===== src/rtl/cmt_pkg.sv =====
package cmt_pkg;

  localparam int HW_W = 16;

  typedef enum logic [1:0] {
    MODE_STD = 2'd0,
    MODE_C16 = 2'd1,
    MODE_ONE = 2'd2
  } mode_e;

  typedef enum logic [1:0] {
    FORM_STD = 2'd0,
    FORM_C10 = 2'd1,
    FORM_C16 = 2'd2
  } form_e;

  // strobes from control to datapath, valid in the accepting cycle
  typedef struct packed {
    logic  emit;      // an instruction completes this cycle
    form_e form;
    logic  wide;      // 4-byte instruction
    logic  illegal;
    logic  immFmt;
    logic  alignChk;  // word completes in strict standard mode
  } strobe_t;

endpackage


===== src/rtl/cmt_ctrl.sv =====
module cmt_ctrl
  import cmt_pkg::*;
(
  input  logic            clk,
  input  logic            rstN,
  input  logic            inValid,
  input  logic [HW_W-1:0] inHw,
  output strobe_t         strb,
  output mode_e           modeQ
);

  logic  midQ;
  logic  midD;
  mode_e modeD;

  // stream bit k sits at inHw[HW_W-1-k]
  logic       bitN;
  logic       bitM;
  logic       topZero;
  logic       subOp;
  logic       nEff;
  logic       allZero;

  assign bitN    = inHw[HW_W-1];
  assign bitM    = inHw[0];
  assign topZero = (inHw[HW_W-1:HW_W-5] == 5'd0);
  assign subOp   = (inHw[HW_W-6:HW_W-9] == 4'b0011);
  assign nEff    = bitN & ~subOp;
  assign allZero = (inHw == '0);

  always_comb begin
    strb  = '0;
    strb.form = FORM_STD;
    modeD = modeQ;
    midD  = midQ;
    if (inValid) begin
      if (midQ) begin
        strb.emit     = 1'b1;
        strb.form     = FORM_STD;
        strb.wide     = 1'b1;
        strb.alignChk = (modeQ == MODE_STD);
        midD          = 1'b0;
        modeD         = (modeQ == MODE_ONE) ? MODE_C16 : MODE_STD;
      end else if (modeQ == MODE_C16) begin
        strb.emit    = 1'b1;
        strb.form    = FORM_C16;
        strb.illegal = allZero;
        strb.immFmt  = nEff & bitM;
        if (bitM)      modeD = MODE_C16;
        else if (nEff) modeD = MODE_ONE;
        else           modeD = MODE_STD;
      end else if (topZero) begin
        strb.emit    = 1'b1;
        strb.form    = FORM_C10;
        strb.illegal = allZero;
        modeD        = bitM ? MODE_C16 : MODE_STD;
      end else begin
        midD = 1'b1;
      end
    end
  end

  always_ff @(posedge clk) begin
    if (!rstN) begin
      modeQ <= MODE_STD;
      midQ  <= 1'b0;
    end else begin
      modeQ <= modeD;
      midQ  <= midD;
    end
  end


  zero_to_std_chk: assert property (@(posedge clk) disable iff (!rstN)
    (inValid && !midQ && inHw == '0) |=> (modeQ == MODE_STD));


  oneshot_resume_chk: assert property (@(posedge clk) disable iff (!rstN)
    (inValid && midQ && modeQ == MODE_ONE) |=> (modeQ == MODE_C16));


  subop_no_oneshot_chk: assert property (@(posedge clk) disable iff (!rstN)
    (inValid && !midQ && modeQ == MODE_C16 && inHw[HW_W-6:HW_W-9] == 4'b0011)
      |=> (modeQ != MODE_ONE));


  word_pair_hold_chk: assert property (@(posedge clk) disable iff (!rstN)
    (inValid && !midQ && modeQ != MODE_C16 && inHw[HW_W-1:HW_W-5] != 5'd0)
      |=> $stable(modeQ));

endmodule


===== src/rtl/cmt_dp.sv =====
module cmt_dp
  import cmt_pkg::*;
#(
  parameter int ADDR_W = 16
) (
  input  logic              clk,
  input  logic              rstN,
  input  strobe_t           strb,
  output logic              outValid,
  output logic [1:0]        outForm,
  output logic [2:0]        outLen,
  output logic [ADDR_W-1:0] outNextOff,
  output logic              outIllegal,
  output logic              outImm,
  output logic              outMisalign
);

  localparam logic [ADDR_W-1:0] STEP_HALF = ADDR_W'(2);
  localparam logic [ADDR_W-1:0] STEP_WORD = ADDR_W'(4);

  logic [ADDR_W-1:0] addrQ;
  logic [ADDR_W-1:0] addrD;

  assign addrD = addrQ + (strb.wide ? STEP_WORD : STEP_HALF);

  always_ff @(posedge clk) begin
    if (!rstN) begin
      addrQ       <= '0;
      outValid    <= 1'b0;
      outForm     <= FORM_STD;
      outLen      <= 3'd0;
      outIllegal  <= 1'b0;
      outImm      <= 1'b0;
      outMisalign <= 1'b0;
    end else begin
      outValid <= strb.emit;
      if (strb.emit) begin
        addrQ       <= addrD;
        outForm     <= strb.form;
        outLen      <= strb.wide ? 3'd4 : 3'd2;
        outIllegal  <= strb.illegal;
        outImm      <= strb.immFmt;
        outMisalign <= strb.alignChk & addrQ[1];
      end
    end
  end

  assign outNextOff = addrQ;


  always_comb begin
    even_offset_chk: assert (!rstN || outNextOff[0] == 1'b0);
  end


  misalign_word_chk: assert property (@(posedge clk) disable iff (!rstN)
    (outValid && outMisalign) |-> (outForm == FORM_STD && outLen == 3'd4));


  word_len_chk: assert property (@(posedge clk) disable iff (!rstN)
    (outValid && outLen == 3'd4) |-> (outForm == FORM_STD));

endmodule


===== src/rtl/compressed_mode_tracker.sv =====
module compressed_mode_tracker
  import cmt_pkg::*;
#(
  parameter int ADDR_W = 16
) (
  input  logic              clk,
  input  logic              rstN,
  input  logic              inValid,
  output logic              inReady,
  input  logic [15:0]       inHw,
  output logic              outValid,
  output logic [1:0]        outForm,
  output logic [2:0]        outLen,
  output logic [ADDR_W-1:0] outNextOff,
  output logic              outIllegal,
  output logic              outImm,
  output logic              outMisalign,
  output logic [1:0]        modeNow
);

  strobe_t strb;
  mode_e   modeQ;

  assign inReady = 1'b1;
  assign modeNow = modeQ;

  cmt_ctrl i_ctrl (
    .clk    (clk),
    .rstN   (rstN),
    .inValid(inValid),
    .inHw   (inHw),
    .strb   (strb),
    .modeQ  (modeQ)
  );

  cmt_dp #(.ADDR_W(ADDR_W)) i_dp (
    .clk        (clk),
    .rstN       (rstN),
    .strb       (strb),
    .outValid   (outValid),
    .outForm    (outForm),
    .outLen     (outLen),
    .outNextOff (outNextOff),
    .outIllegal (outIllegal),
    .outImm     (outImm),
    .outMisalign(outMisalign)
  );


  reset_idle_chk: assert property (@(posedge clk)
    !rstN |=> (!outValid && modeNow == 2'd0 && outNextOff == '0));

endmodule


===== config.mk =====
export PLATFORM = sky130hd
export DESIGN_NAME = compressed_mode_tracker
export DESIGN_NICKNAME = d
export VERILOG_FILES = /design/src/rtl/cmt_pkg.sv /design/src/rtl/cmt_ctrl.sv /design/src/rtl/cmt_dp.sv /design/src/rtl/compressed_mode_tracker.sv
export SDC_FILE = /design/constraint.sdc
export NUM_CORES = 1
export LEC_CHECK = 0
export BUFFER_PORTS_ARGS = -buffer_cell sky130_fd_sc_hd__buf_4
export CORE_ASPECT_RATIO = 0.75
export CORE_UTILIZATION = 26
export DETAILED_ROUTE_END_ITERATION = 10
export GPL_TIMING_DRIVEN = 0
export RECOVER_POWER = 100
export SLEW_MARGIN = 30
export SYNTH_ARGS = -nofsm -noshare
export SYNTH_HDL_FRONTEND = slang
export SYNTH_SLANG_ARGS = --single-unit

===== constraint.sdc =====
create_clock -name clk -period 1.65 [get_ports clk]
set_input_delay 0.165 -clock clk [delete_from_list [all_inputs] [get_ports clk]]
set_output_delay 0.165 -clock clk [all_outputs]
set_load 0.005 [all_outputs]

==> key figures, run 1 <==
Status
  • Status: finished, final reports clean

Flow run
  • Max cap viols: 0

Logic synthesis
  • Count of cell types in the netlist: 47
  • YS warnings: 0
  • Register area share after synthesis: 40.0%
  • Number of synthesized flops with an enable pin: 0
  • Top_reg_cell synth: dfxtp_1
  • Synth Register Bits: 26
  • Asr flop ratio synth: 0%
  • Mapped cell area: 0.00130 mm^2
  • Syn avg cell area: 8.72 um^2
  • Cells after Synth: 149

Floorplanning
  • Die W: 83.7 um
  • # IOs: 47
  • Core Area: 0.00462 mm^2
  • Die area: 0.00529 mm^2
  • Die height: 63.2 um
  • Starting density of the core: 28.1%
  • Num rows: 21

Global route
  • Gr usage total: 12.6%
  • Vias in the first global route: 1098
  • Largest net degree at the start of global routing: 15
  • Initial antenna violation count: 0
  • First-pass GRT wire length: 5380 um
  • Congestion Overflow GR: 0

Detailed routing
  • DR WL/cell: 12.5 um
  • Detailed Routing Iterations Pass 1: 4
  • First DRT Iteration DRCs: 35
  • Final ANT Viol Nets: 0
  • Total number of vias: 1224
  • Drt drc: 0
  • Post-Route WL: 3270 um
  • Vias per cell: 4.69

Clock network
  • Clock Path Buffers: 2
  • Cts bufs inserted: 3
  • Clk root buf: clkbuf_8
  • CTS tree: built
  • Clock Pin Slew Worst Setup and Hold Paths: 90 ps
  • Hold buffer count at CTS: 0
  • CTS Sinks: 26
  • H-tree level count: 1
  • Clock Latency Late Sink: 270 ps

Cells and area
  • Share of layout cells above drive strength 1: 43.1%
  • Final instance area: 0.00188 mm^2
  • Non-filler cells, final: 261
  • Most common cell after layout, fill and taps aside: buf_4
  • Final nets: 225
  • Commonest non-fill, non-tap cells in the layout: buf_4, dfxtp_1, nor2_1
  • Area Growth Syn to Fin: 44.9%
  • Ant. Diodes: 0
  • Layout Utilization: 40.7%

STA
  • Finish-stage setup viols: 0
  • Skew final: 2.26 ps
  • Fin Hold WS: 169 ps
  • Final hold vios: 0
  • Fin crit share: 97.5%
  • Min Tclk post-route: 1610 ps
  • Maximum clock frequency: 622 MHz
  • RSZ-0062 raised after global routing: yes
  • Worst slew margin: 63.8%
  • TNS Setup: 0 ps
  • Worst Max-Slew Pin Slew: 544 ps
  • Max-slew violation count: 0

Power and ir drop
  • Int Pwr: 0.949 mW
  • Max IR drop VDD: 313 uV
  • Gate power share: 15.0%
  • Seq pwr share: 51.7%
  • Net Switching: 0.298 mW
  • Pwr dens: 662 mW/mm^2
  • Clk pwr share: 33.3%
  • P_leak: 0.785 nW
  • Switching share of total power: 23.9%

Worst setup path
  • CP arrival: 1820 ps
  • CP Max Fanout: 5
  • CP Buf/Inv Count: 0
  • Reg-to-Reg End: i_dp.outNextOff[13]
  • Worst Path Class, Setup: flip-flop to flip-flop
  • Largest stage delay, worst path: 490 ps
  • Worst path slowest cell: or4_1
  • R2R setup slack: 40 ps
  • Path depth of the worst reg2reg path: 5
  • CP endpoint kind: flip-flop
  • Worst reg2reg startpoint: i_dp.outNextOff[4]
  • Source of the critical timing path: i_dp.outNextOff[4]
  • Worst Setup Start Kind: flip-flop
  • CP required: 1860 ps
  • Worst path depth: 5
  • Worst setup path end: i_dp.outNextOff[13]
  • Family with the most delay on the worst path: simple AND/OR/NAND/NOR gates
  • Worst-path cell chain: and2_2 > nand4_2 > and2_4 > or4_1 > a21oi_1

Placed design
  • Cell Area, Placed: 0.00170 mm^2
  • PortBufs: 43
  • Placed Instances: 250
  • Placer Congestion: 0.776
  • Hpwl dp: 2440 um

Worst hold path
  • Hold crit path type: input pin to flip-flop
-- sequential cells by signal, indices dropped and copies added (netlist names) --
name	cells
i_ctrl.midQ	1
i_dp.outImm	1
i_dp.outLen	2
i_dp.outNextOff	15
i_ctrl.modeQ	2
i_dp.outValid	1
i_dp.outMisalign	1
i_dp.outForm	2
i_dp.outIllegal	1
-- metrics by stage --
step           setup slack (ps)  power, mW
2_1_floorplan              26.9      0.737
3_3_place_gp               -176      0.810
3_5_place_dp               -204      0.811
4_1_cts                  -0.986       1.25
5_1_grt                   -26.3       1.30
6_report                   41.2       1.25
-- kinds of logic after synthesis --
group | after synthesis | synth area share [%]
other | 2 | 0.578
buffers and inverters | 14 | 5.39
AOI/OAI and AO/OA | 28 | 14.8
muxes | 4 | 3.08
xor gates and xnor gates | 10 | 6.74
DFF | 26 | 40.0
adders and majority gates | 1 | 0.962
and+or+nand+nor | 64 | 28.4
-- metal layers --
layer / track usage, % / share of wire, % / wire (um)
met2: 20.0 / 45 / 1450
met4: 1.91 / 0 / 0
met5: 0 / 0 / 0
met1: 17.5 / 50 / 1630
met3: 3.41 / 5.6 / 182
-- timing repair --
item,in CTS,in global routing
pin swaps,3,6
endpoints found under the setup margin,16,14
resized for setup,11,15
setup buffers,5,3
-- area by class of cell --
type | count | area (um^2)
Sequential cell | 26 | 536
Timing Repair Buffer | 51 | 379
Buffer | 8 | 56.3
Fill cell | 463 | 2740
Multi-Input combinational cell | 110 | 768
Inverter | 5 | 18.8
Tap cell | 57 | 71.3
Clock buffer | 4 | 55.1
-- worst min-delay path by stage --
stage | startpoint | to | slack, ps | cells past startpoint
5_1_grt | rstN | i_dp.outForm[0] | 170 | 3
4_1_cts | rstN | i_dp.outNextOff[4] | 160 | 2
2_1_floorplan | rstN | i_dp.outNextOff[4] | 280 | 1
6_report | rstN | i_dp.outNextOff[4] | 170 | 2
3_5_place_dp | i_dp.outLen[2] | i_dp.outLen[2] | 450 | 2
3_3_place_gp | i_dp.outIllegal | i_dp.outIllegal | 450 | 2
-- cell usage after synthesis, drive strengths merged (2+ instances only) --
cell type  instances  area, um^2
nor2b              2        20.0
nand4              3        25.0
nor2              17        63.8
nand2b             3        26.3
mux2i              4        40.0
nand2             13        48.8
conb               2        7.51
o21ai              5        25.0
and2               5        36.3
buf                6        40.0
clkbuf             3        11.3
nor4               4        40.0
a21oi             10        50.1
nor3               4        20.0
nand3              4        20.0
dfxtp             26         521
and3               2        13.8
inv                5        18.8
xnor2              9        78.8
or4                2        15.0
a32oi              2        17.5
a211oi             3        27.5
-- power groups by stage --
stage / clock (mW) / combinational [mW] / sequential [mW]
after floorplan: 0 / 0.0779 / 0.659
after global placement: 0 / 0.149 / 0.661
after detailed placement: 0 / 0.150 / 0.661
after CTS: 0.428 / 0.171 / 0.646
after global routing: 0.454 / 0.204 / 0.647
final: 0.415 / 0.187 / 0.645
Power figures use the tool's default switching activity.
==> run 2: changes to the inputs <==
Settings changed: ABC_AREA from default to 1.
==> run 2 against run 1 <==
  * Sequential cell count stayed put
  * Critical path depth is 7 higher
  * Final cell count is 23% higher
  * Via count is 8.2% higher
  * Utilization is 4.4 points lower
  * Combinational power is 13% lower
  * Non-clock buffer count is 11 lower
  * Sequential power is 2% higher
  * Clock skew is 2.4 ps higher
  * Synthesized area is 6.4% higher
  * Critical path type unchanged
  * Critical endpoint unchanged
  * Largest power group unchanged
==> key figures, run 2 <==
Logic synthesis
  • Area contributors post-synth: dfxtp_1, nand2_1, nor2_1
  • Most numerous cell in the Yosys netlist: nand2_1
  • Synth Register Bits: 26
  • Yosys top cell by area: dfxtp_1
  • Mapped cell area: 0.00138 mm^2
  • YS warnings: 0
  • Simple-gate share of the synthesized area: 36.3%
  • Asr flop ratio synth: 0%
  • Top cells by count, synth: nand2_1, nor2_1, dfxtp_1, inv_1, a21oi_1
  • Count of cell types in the netlist: 32
  • Syn avg cell area: 6.82 um^2
  • Number of synthesized flops with an enable pin: 0
  • Post-synth top area share: 37.6%
  • Register area share after synthesis: 37.6%
  • Xor/xnor cell area share of the yosys netlist: 1.27%
  • Cells after Synth: 203
  • Adder-cell share of the synthesized area: 0.904%
  • Compound-cell area share of the yosys netlist: 12.6%
  • Largest family of logic cells by synthesized area: simple AND/OR/NAND/NOR gates
  • Mux share of post-synthesis cell area: 0%
  • Top_reg_cell synth: dfxtp_1

Detailed routing
  • Met2 wire len: 1340 um
  • Total number of vias: 1324
  • Drt drc: 0
  • Post-Route WL: 3230 um
  • Vias per cell: 4.12
  • DR WL/cell: 10.0 um
  • Final ANT Viol Nets: 0
  • Routed wl met3: 173 um
  • Detailed Routing Iterations Pass 1: 4
  • Met1 wire length: 1700 um
  • First DRT Iteration DRCs: 91
  • Max Used Layer: met4

Clock network
  • Clock Latency Late Sink: 270 ps
  • CTS Sinks: 26
  • Post-CTS sizing: 0
  • Clock Path Buffers: 2
  • CTS tree: built
  • Setup bufs post-CTS: 0
  • H-tree level count: 1
  • Cts bufs inserted: 3
  • Clock Pin Slew Worst Setup and Hold Paths: 90 ps
  • Hold buffer count at CTS: 0
  • Clk root buf: clkbuf_8

Cells and area
  • Non-filler cells, final: 321
  • Ant. Diodes: 0
  • Area Growth Syn to Fin: 31.7%
  • Most common cell after layout, fill and taps aside: nand2_1
  • Commonest non-fill, non-tap cells in the layout: nand2_1, nor2_1, inv_1, dfxtp_1, clkbuf_4
  • Layout Utilization: 36.4%
  • Final nets: 271
  • Max reg flops: 15
  • Share of layout cells above drive strength 1: 25.3%
  • Final instance area: 0.00182 mm^2

Worst setup path
  • Worst reg2reg startpoint: i_ctrl.midQ
  • Reg-to-Reg End: i_dp.outNextOff[13]
  • Worst setup path end: i_dp.outNextOff[13]
  • CP endpoint kind: flip-flop
  • R2R setup slack: 190 ps
  • CP Buf/Inv Count: 2
  • CP Max Fanout: 7
  • CP required: 1850 ps
  • Worst path slowest cell: dfxtp_4
  • Worst Path Class, Setup: flip-flop to flip-flop
  • Cell mode on critical path: nand2_1
  • Worst-path cell chain: nand2_4 > inv_1 > nor2_1 > ha_1 > inv_1 > nand2_2 > nand2_2 > nor2_1 > nand2_1 > nand2_1 > nand2_1 > a21oi_1
  • Source of the critical timing path: i_ctrl.midQ
  • Path depth of the worst reg2reg path: 12
  • Family with the most delay on the worst path: simple AND/OR/NAND/NOR gates
  • CP arrival: 1660 ps
  • Worst Setup Start Kind: flip-flop
  • Worst path depth: 12
  • Largest stage delay, worst path: 380 ps

Global route
  • Gr usage total: 12.5%
  • Largest net degree at the start of global routing: 14
  • First-pass GRT wire length: 5620 um
  • Congestion Overflow GR: 0
  • Initial antenna violation count: 0
  • Vias in the first global route: 1203

STA
  • TNS Setup: 0 ps
  • Fin crit share: 88.4%
  • Max-slew violation count: 0
  • Min Tclk post-route: 1460 ps
  • Final hold vios: 0
  • Fin worst setup slack: 192 ps
  • Skew final: 4.69 ps
  • RSZ-0062 raised after global routing: no
  • Maximum clock frequency: 686 MHz
  • Finish-stage setup viols: 0

Power and ir drop
  • P_leak: 0.795 nW
  • Max IR drop VDD: 234 uV
  • Pwr dens: 648 mW/mm^2

Placed design
  • Cell Area, Placed: 0.00179 mm^2
  • Post-Place Setup Slack: 42.8 ps
  • Placed Instances: 318
  • Hpwl dp: 2590 um
  • Placer Congestion: 0.728
  • PortBufs: 42

Floorplanning
  • Die height: 65.2 um
  • Starting density of the core: 27.6%
  • Core Area: 0.00501 mm^2
  • # IOs: 47
  • Num rows: 22
  • Die W: 86.2 um
  • Die area: 0.00562 mm^2

Status
  • Status: finished, final reports clean

Worst hold path
  • Hold crit path type: input pin to flip-flop
  • Hold Path Origin: inHw[4]

Flow run
  • Max cap viols: 0
==> run 2: cell families (layout without fill, tap and decap cells) <==
| kind of cell | count (synthesis) | after routing |
|---|---|---|
| adders and majority gates | 1 | 1 |
| AOI/OAI and AO/OA | 29 | 29 |
| DFF | 26 | 26 |
| other | 2 | 3 |
| xor gates and xnor gates | 2 | 2 |
| buffers and inverters | 33 | 78 |
| and+or+nand+nor | 110 | 110 |
==> run 2: worst reg2reg max path: stages, from the launching register on <==
cell	delay, ps
dfxtp_4	380
nand2_4	90
inv_1	60
nor2_1	100
ha_1	150
inv_1	40
nand2_2	90
nand2_2	110
nor2_1	100
nand2_1	50
nand2_1	60
nand2_1	40
a21oi_1	120
==> run 2: report_power, final <==
group	internal, mW	total, mW	switching (mW)
clock	0.164	0.362	0.199
sequential	0.641	0.655	0.0134
combinational	0.0746	0.163	0.0887
==> run 2: area by class of cell <==
cell class / instances / area (um^2)
Clock buffer: 3 / 41.3
Fill cell: 577 / 3190
Inverter: 27 / 101
Timing Repair Buffer: 42 / 312
Buffer: 6 / 48.8
Multi-Input combinational cell: 145 / 704
Sequential cell: 26 / 526
Tap cell: 72 / 90.1
==> run 2: metal layers <==
layer / track usage [%] / up-vias
met2: 19.7 / 24
met1: 17.0 / 570
li1: - / 728
met4: 1.88 / 0
met3: 4.02 / 2
met5: 0 / -
==> run 2: through the flow <==
step                power [mW]  hold WS (ps)
floorplan                0.762           323
global placement         0.834           435
detailed placement       0.835           442
CTS                       1.19           162
global route              1.24           181
finish                    1.18           167
==> run 2: worst min-delay path by stage <==
stage                            to  slack, ps  depth (start not counted)
global route            i_ctrl.midQ        180                          3
CTS                     i_ctrl.midQ        160                          3
detailed placement  i_dp.outForm[1]        440                          2
global placement        i_ctrl.midQ        440                          3
floorplan               i_dp.outImm        320                          2
finish              i_dp.outIllegal        170                          4
